--- src/rtl/baud_pkg.sv ---
// Package: shared field positions and prescaler choice for the baud tick block.
// Assumes a 32-bit control word; field positions are fixed by the software view.
package baud_pkg;

    localparam int CFG_W       = 32;
    localparam int DIV_W       = 23;
    localparam int BIT_DIV_EN  = 23;
    localparam int BIT_REF_SEL = 24;
    localparam int BIT_NODIV   = 26;
    localparam int BIT_HALF    = 27;

    localparam logic [CFG_W-1:0] CFG_RESET =
        (CFG_W'(1) << BIT_DIV_EN) | (CFG_W'(1) << BIT_REF_SEL);

    typedef enum logic [1:0] {
        PSC_DIV3 = 2'd0,
        PSC_DIV2 = 2'd1,
        PSC_DIV1 = 2'd2
    } psc_sel_e;

    // Last count index of the prescaler for a given choice (factor minus one).
    function automatic logic [1:0] psc_last(input psc_sel_e sel);
        case (sel)
            PSC_DIV2: psc_last = 2'd1;
            PSC_DIV1: psc_last = 2'd0;
            default:  psc_last = 2'd2;
        endcase
    endfunction

    // Priority decode: the halving bit wins over the bypass bit.
    function automatic psc_sel_e psc_decode(input logic half, input logic nodiv);
        if (half)
            psc_decode = PSC_DIV2;
        else if (nodiv)
            psc_decode = PSC_DIV1;
        else
            psc_decode = PSC_DIV3;
    endfunction

endpackage

--- src/rtl/baud_cfg_reg.sv ---
// Module: control word storage and decode.
// Holds only the implemented fields, rebuilds the readback with reserved bits at 0,
// and hands the divisor, run condition and prescaler choice to the datapath.
// Assumes a single-cycle write strobe; synchronous active-low reset.
module baud_cfg_reg
    import baud_pkg::*;
#(
    parameter int WORD_W = CFG_W,
    parameter int CNT_W  = DIV_W
) (
    input  logic              clk,
    input  logic              rst_n,
    input  logic              wr,
    input  logic [WORD_W-1:0] wdata,
    output logic [WORD_W-1:0] rdata,
    output logic [CNT_W-1:0]  divisor,
    output logic              run,
    output psc_sel_e          psc_sel
);

    localparam logic [WORD_W-1:0] RST_WORD = WORD_W'(CFG_RESET);

    logic [CNT_W-1:0] div_q;
    logic             div_en_q;
    logic             ref_sel_q;
    logic             nodiv_q;
    logic             half_q;

    // Capture the implemented fields on a write; load defaults on reset.
    always_ff @(posedge clk) begin
        if (!rst_n) begin
            div_q     <= RST_WORD[CNT_W-1:0];
            div_en_q  <= RST_WORD[BIT_DIV_EN];
            ref_sel_q <= RST_WORD[BIT_REF_SEL];
            nodiv_q   <= RST_WORD[BIT_NODIV];
            half_q    <= RST_WORD[BIT_HALF];
        end else if (wr) begin
            div_q     <= wdata[CNT_W-1:0];
            div_en_q  <= wdata[BIT_DIV_EN];
            ref_sel_q <= wdata[BIT_REF_SEL];
            nodiv_q   <= wdata[BIT_NODIV];
            half_q    <= wdata[BIT_HALF];
        end
    end

    // Rebuild the readback word; unlisted bits stay 0.
    always_comb begin
        rdata              = '0;
        rdata[CNT_W-1:0]   = div_q;
        rdata[BIT_DIV_EN]  = div_en_q;
        rdata[BIT_REF_SEL] = ref_sel_q;
        rdata[BIT_NODIV]   = nodiv_q;
        rdata[BIT_HALF]    = half_q;
    end

    // Decode the datapath controls.
    always_comb begin
        divisor = div_q;
        run     = div_en_q & ref_sel_q;
        psc_sel = psc_decode(half_q, nodiv_q);
    end

endmodule

--- src/rtl/baud_prescaler.sv ---
// Module: reference-clock prescaler.
// Emits a one-cycle enable every 3, 2 or 1 reference cycles. The count clears on
// restart or while idle, so the first enable after a restart is a full period away.
module baud_prescaler
    import baud_pkg::*;
#(
    parameter int PCNT_W = 2
) (
    input  logic     clk,
    input  logic     rst_n,
    input  logic     restart,
    input  logic     run,
    input  psc_sel_e psc_sel,
    output logic     pen
);

    logic [PCNT_W-1:0] pcnt_q;
    logic [PCNT_W-1:0] last;

    // Select the terminal count for the chosen factor.
    always_comb last = PCNT_W'(psc_last(psc_sel));

    // Advance the phase counter, wrapping at the terminal count.
    always_ff @(posedge clk) begin
        if (!rst_n || restart || !run)
            pcnt_q <= '0;
        else if (pcnt_q == last)
            pcnt_q <= '0;
        else
            pcnt_q <= pcnt_q + 1'b1;
    end

    // Enable fires in the last phase of each prescale period.
    always_comb pen = run && (pcnt_q == last);

endmodule

--- src/rtl/baud_divider.sv ---
// Module: reload down-counter and tick register.
// Counts prescaled enables down from the divisor, raises a registered tick when an
// enable finds zero, then reloads. A restart loads the incoming divisor at once.
module baud_divider #(
    parameter int CNT_W = 23
) (
    input  logic             clk,
    input  logic             rst_n,
    input  logic             restart,
    input  logic [CNT_W-1:0] reload_val,
    input  logic [CNT_W-1:0] divisor,
    input  logic             run,
    input  logic             pen,
    output logic             tick
);

    logic [CNT_W-1:0] dcnt_q;
    logic             at_zero;

    always_comb at_zero = (dcnt_q == '0);

    // Down-count on each enable, reloading at zero or on restart.
    always_ff @(posedge clk) begin
        if (!rst_n)
            dcnt_q <= '0;
        else if (restart)
            dcnt_q <= reload_val;
        else if (!run)
            dcnt_q <= divisor;
        else if (pen)
            dcnt_q <= at_zero ? divisor : dcnt_q - 1'b1;
    end

    // Register the tick so the output is glitch-free and one cycle wide.
    always_ff @(posedge clk) begin
        if (!rst_n)
            tick <= 1'b0;
        else
            tick <= !restart && run && pen && at_zero;
    end

endmodule

--- src/rtl/baud_tick_gen.sv ---
// Module: top of the prescaled baud tick generator.
// Ties the control word, the prescaler and the reload counter together. A write is
// also the restart for both counters. Everything is on one clock with a synchronous
// active-low reset.
module baud_tick_gen
    import baud_pkg::*;
#(
    parameter int WORD_W = CFG_W,
    parameter int CNT_W  = DIV_W
) (
    input  logic              clk,
    input  logic              rst_n,
    input  logic              cfg_wr,
    input  logic [WORD_W-1:0] cfg_wdata,
    output logic [WORD_W-1:0] cfg_rdata,
    output logic              tick
);

    logic [CNT_W-1:0] divisor;
    logic             run;
    psc_sel_e         psc_sel;
    logic             pen;

    // Control word storage and decode.
    baud_cfg_reg #(.WORD_W(WORD_W), .CNT_W(CNT_W)) u_cfg (
        .clk     (clk),
        .rst_n   (rst_n),
        .wr      (cfg_wr),
        .wdata   (cfg_wdata),
        .rdata   (cfg_rdata),
        .divisor (divisor),
        .run     (run),
        .psc_sel (psc_sel)
    );

    // Reference prescaler.
    baud_prescaler #(.PCNT_W(2)) u_psc (
        .clk     (clk),
        .rst_n   (rst_n),
        .restart (cfg_wr),
        .run     (run),
        .psc_sel (psc_sel),
        .pen     (pen)
    );

    // Rate counter and tick output.
    baud_divider #(.CNT_W(CNT_W)) u_div (
        .clk        (clk),
        .rst_n      (rst_n),
        .restart    (cfg_wr),
        .reload_val (cfg_wdata[CNT_W-1:0]),
        .divisor    (divisor),
        .run        (run),
        .pen        (pen),
        .tick       (tick)
    );

endmodule

--- config.mk ---
export PLATFORM = sky130hd
export DESIGN_NAME = baud_tick_gen
export DESIGN_NICKNAME = d
export VERILOG_FILES = /design/src/rtl/baud_pkg.sv /design/src/rtl/baud_cfg_reg.sv /design/src/rtl/baud_prescaler.sv /design/src/rtl/baud_divider.sv /design/src/rtl/baud_tick_gen.sv
export SDC_FILE = /design/constraint.sdc
export NUM_CORES = 1
export LEC_CHECK = 0
export BUFFER_PORTS_ARGS = -buffer_cell sky130_fd_sc_hd__buf_4
export CELL_PAD_IN_SITES_DETAIL_PLACEMENT = 1
export CELL_PAD_IN_SITES_GLOBAL_PLACEMENT = 1
export CORE_ASPECT_RATIO = 0.8
export CORE_MARGIN = 2
export CORE_UTILIZATION = 39
export CTS_CLUSTER_SIZE = 10
export DETAILED_ROUTE_END_ITERATION = 10
export GPL_TIMING_DRIVEN = 0
export PLACE_DENSITY_LB_ADDON = 0.1
export SKIP_CTS_REPAIR_TIMING = 1
export SLEW_MARGIN = 20
export SYNTH_ARGS = -nofsm -noshare
export SYNTH_HDL_FRONTEND = slang
export SYNTH_SLANG_ARGS = --single-unit
--- constraint.sdc ---
create_clock -name clk -period 2.9 [get_ports clk]
set_clock_uncertainty 0.2 [all_clocks]
set_input_delay 0.435 -clock clk [delete_from_list [all_inputs] [get_ports clk]]
set_output_delay 0.435 -clock clk [all_outputs]
set_load 0.05 [all_outputs]
==> results.sh <==
export IMPL_die_h_um=78.9
export IMPL_cts_htree_levels=2
export IMPL_cts_made_buffers=5
export IMPL_cp_max_fo=10
export IMPL_syn_area_per_cell_um2=8.18
export IMPL_fp_row_count=27
export IMPL_post_route_min_period_ps=2800
export IMPL_vias=2781
export IMPL_met3_length_um=665
export IMPL_setup_worst_path_start="u_div.dcnt_q[10]"
export IMPL_synth_largest_area_cell="dfxtp_1"
export IMPL_cts_num_sinks=53
export IMPL_cts_root_buf="clkbuf_8"
export IMPL_core_area_um2=6820
export IMPL_synthArstFlopShare_pct=0
export IMPL_required_ps=2920
export IMPL_reg2reg_from="u_div.dcnt_q[10]"
export IMPL_fill_cells=866
export IMPL_area_delta_synth_final_pct=23.8
export IMPL_die_area_um2=7690
export IMPL_totalNegativeSetupSlack_ps=0
export IMPL_routabilityCongestion=0.871
export IMPL_grt_pass1_vias=2724
export IMPL_power_density_nw_per_um2=554
export IMPL_synth_area_um2=2730
export IMPL_dr_max_layer_used="met4"
export IMPL_wl_met2_mm=4.07
export IMPL_initialDrtViolationCount=133
export IMPL_hp_class="input port to flop"
export IMPL_drtAntennaViolNets=0
export IMPL_rsz0062_at_grt="no"
export IMPL_finalCritPeriodShare_pct=96.5
export IMPL_critPathArrivalTime_ps=2820
export IMPL_synthTopCellsByArea="dfxtp_1 (39%), nand2_1 (5.8%), mux2i_1 (4.4%), nor2_1 (4.3%), a21oi_1 (4.0%)"
export IMPL_grt_max_degree=15
export IMPL_vdd_drop_max_uv=213
export IMPL_crit_chain="buf_6 -> or4_4 -> buf_6 -> or3_1 -> buf_6 -> o21bai_2 -> buf_6 -> a21oi_1 -> a311oi_1"
export IMPL_max_freq_mhz=358
export IMPL_drive_above_1_share_pct=20.9
export IMPL_wl_met1_mm=4.21
export IMPL_slowest_delay_ps=540
export IMPL_ys_warnings_count=0
export IMPL_power_share_sequential_pct=45.3
export IMPL_criticalPathCategory="flop to flop"
export IMPL_gr_usage_all_layers_pct=23.9
export IMPL_reg2reg_slack_ps=100
export IMPL_diodes=0
export IMPL_report_final_slew_viol_count=0
export IMPL_cp_slowest_cell="or4_4"
export IMPL_clk_latency_ps=310
export IMPL_p_leak_nw=1.42
export IMPL_cp_common_cell="buf_6"
export IMPL_hold_path_startpoint="cfg_wdata[23]"
export IMPL_netlist_top_cells_count="dfxtp_1 (53), nand2_1 (42), nor2_1 (31), a21oi_1 (22), o21ai_0 (21)"
export IMPL_ys_flop_type="dfxtp_1"
export IMPL_io_buffers=57
export IMPL_grt_ovfl_total=0
export IMPL_power_frac_clock_pct=23.5
export IMPL_endpoint_kind="flop"
export IMPL_combinationalPowerShare_pct=31.2
export IMPL_syn_inst=334
export IMPL_drv_cap=0
export IMPL_grt_pass1_wl_mm=14.6
export IMPL_p_sw_uw=674
export IMPL_start_util_pct=40.0
export IMPL_p_int_mw=1.20
export IMPL_startpoint_type="flop"
export IMPL_netlist_area_leader_share_pct=38.8
export IMPL_post_drt_wl_per_cell_um=18.5
export IMPL_yosysUniqueCellTypes=52
export IMPL_holdWs_ps=152
export IMPL_clock_path_buffers=2
export IMPL_final_hold_viol_count=0
export IMPL_wl_mm=9.05
export IMPL_status="finished, final reports clean"
export IMPL_synth_edf_count=0
export IMPL_ys_seq_elements=53
export IMPL_antenna_found_initial=0
export IMPL_place_hpwl_mm=6.72
export IMPL_p_sw_share_pct=35.9
export IMPL_io_pins=68
export IMPL_tightest_slew_ps=835
export IMPL_drc=0
export IMPL_setup_viol=0
export IMPL_synth_most_common_cell="dfxtp_1"
export IMPL_layout_nets=439
export IMPL_cts_tree="done"
export IMPL_die_w_um=97.6
export IMPL_viasPerCell=5.69
export IMPL_path_clk_slew_ps=100
export IMPL_dr_pass1_iters=6
export IMPL_synth_seq_area_share_pct=38.8
export IMPL_relSlewSlack_pct=44.3
-- worst max-delay path: cells and delay by family, from the launching register on --
family | cells | cell delay, ps
AND/OR/NAND/NOR | 2 | 890
flip-flops | 1 | 330
AO/OA/AOI/OAI | 3 | 680
buffers and inverters | 4 | 620
-- per-stage QoR --
stage / std cells / area [um2] / power [mW] / util, % / setup slack (ps)
global route: 489 / 3380 / 1.97 / 49.5 / 5.51
floorplan: 338 / 2750 / 1.26 / - / 293
finish: 489 / 3380 / 1.87 / 49.5 / 103
CTS: 489 / 3370 / 1.88 / 49.4 / 76.5
global placement: 482 / 3280 / 1.42 / 48.1 / 8.38
detailed placement: 482 / 3280 / 1.44 / 48.1 / -93.7
-- power by group through the flow --
stage	registers, mW	logic, mW	clock network [mW]
2_1_floorplan	0.910	0.349	0
3_3_place_gp	0.861	0.561	0
3_5_place_dp	0.864	0.579	0
4_1_cts	0.848	0.581	0.446
5_1_grt	0.859	0.637	0.479
6_report	0.849	0.586	0.440
-- cells by family (layout without fill, tap and decap cells) --
group	after synthesis	after routing	synth area share, %
simple gates	118	118	20.1
xor+xnor	12	12	3.85
compound gates	99	99	23.9
other cells	1	5	0.137
mux	12	12	4.40
buf+inv	37	101	7.88
fa+ha+maj	2	2	0.916
flops	53	53	38.8
-- final cells by class --
cell class | instances | area (um2) | share of cell area (%)
Multi-Input combinational cell | 248 | 1480 | 43.7
Tap cell | 87 | 109 | 3.22
Clock buffer | 7 | 86.3 | 2.55
Timing Repair Buffer | 57 | 428 | 12.7
Buffer | 30 | 193 | 5.70
Inverter | 7 | 26.3 | 0.777
Sequential cell | 53 | 1060 | 31.4
-- layout by cell type, fill, tap and decap left out, drive strengths merged, types with 3 or more instances in the layout --
| master | count |
|---|---|
| or3 | 4 |
| mux2i | 12 |
| nand2 | 42 |
| nor2 | 31 |
| nor4 | 5 |
| xnor2 | 9 |
| xor2 | 3 |
| nand2b | 3 |
| dfxtp | 53 |
| a21oi | 22 |
| buf | 74 |
| a21boi | 5 |
| nor3 | 10 |
| nand3 | 9 |
| inv | 7 |
| a311oi | 5 |
| a31oi | 9 |
| or4 | 4 |
| conb | 5 |
| o31ai | 6 |
| o211ai | 7 |
| o221ai | 3 |
| clkbuf | 20 |
| o21ai | 28 |
-- registers in the layout, indices dropped and copies added (netlist names) --
| name | flops |
|---|---|
| u_cfg.nodiv_q | 1 |
| u_cfg.div_en_q | 1 |
| u_cfg.divisor | 23 |
| u_cfg.half_q | 1 |
| u_cfg.ref_sel_q | 1 |
| u_psc.pcnt_q | 2 |
| u_div.tick | 1 |
| u_div.dcnt_q | 23 |
-- final timing paths --
kind | cells past startpoint | to
worst max-delay path | 9 | u_div.dcnt_q[0]
worst min-delay path | 3 | u_cfg.div_en_q
worst max register to register | 9 | u_div.dcnt_q[0]
worst min register to register | 2 | u_div.dcnt_q[9]
-- routing by layer --
layer  up-vias  GRT usage, %
met1      1348          33.9
met3        11          4.05
li1       1330             -
met2        92          38.1
met4         0          5.97
met5         -             0
Note: power is estimated with default switching activity, not from simulation.
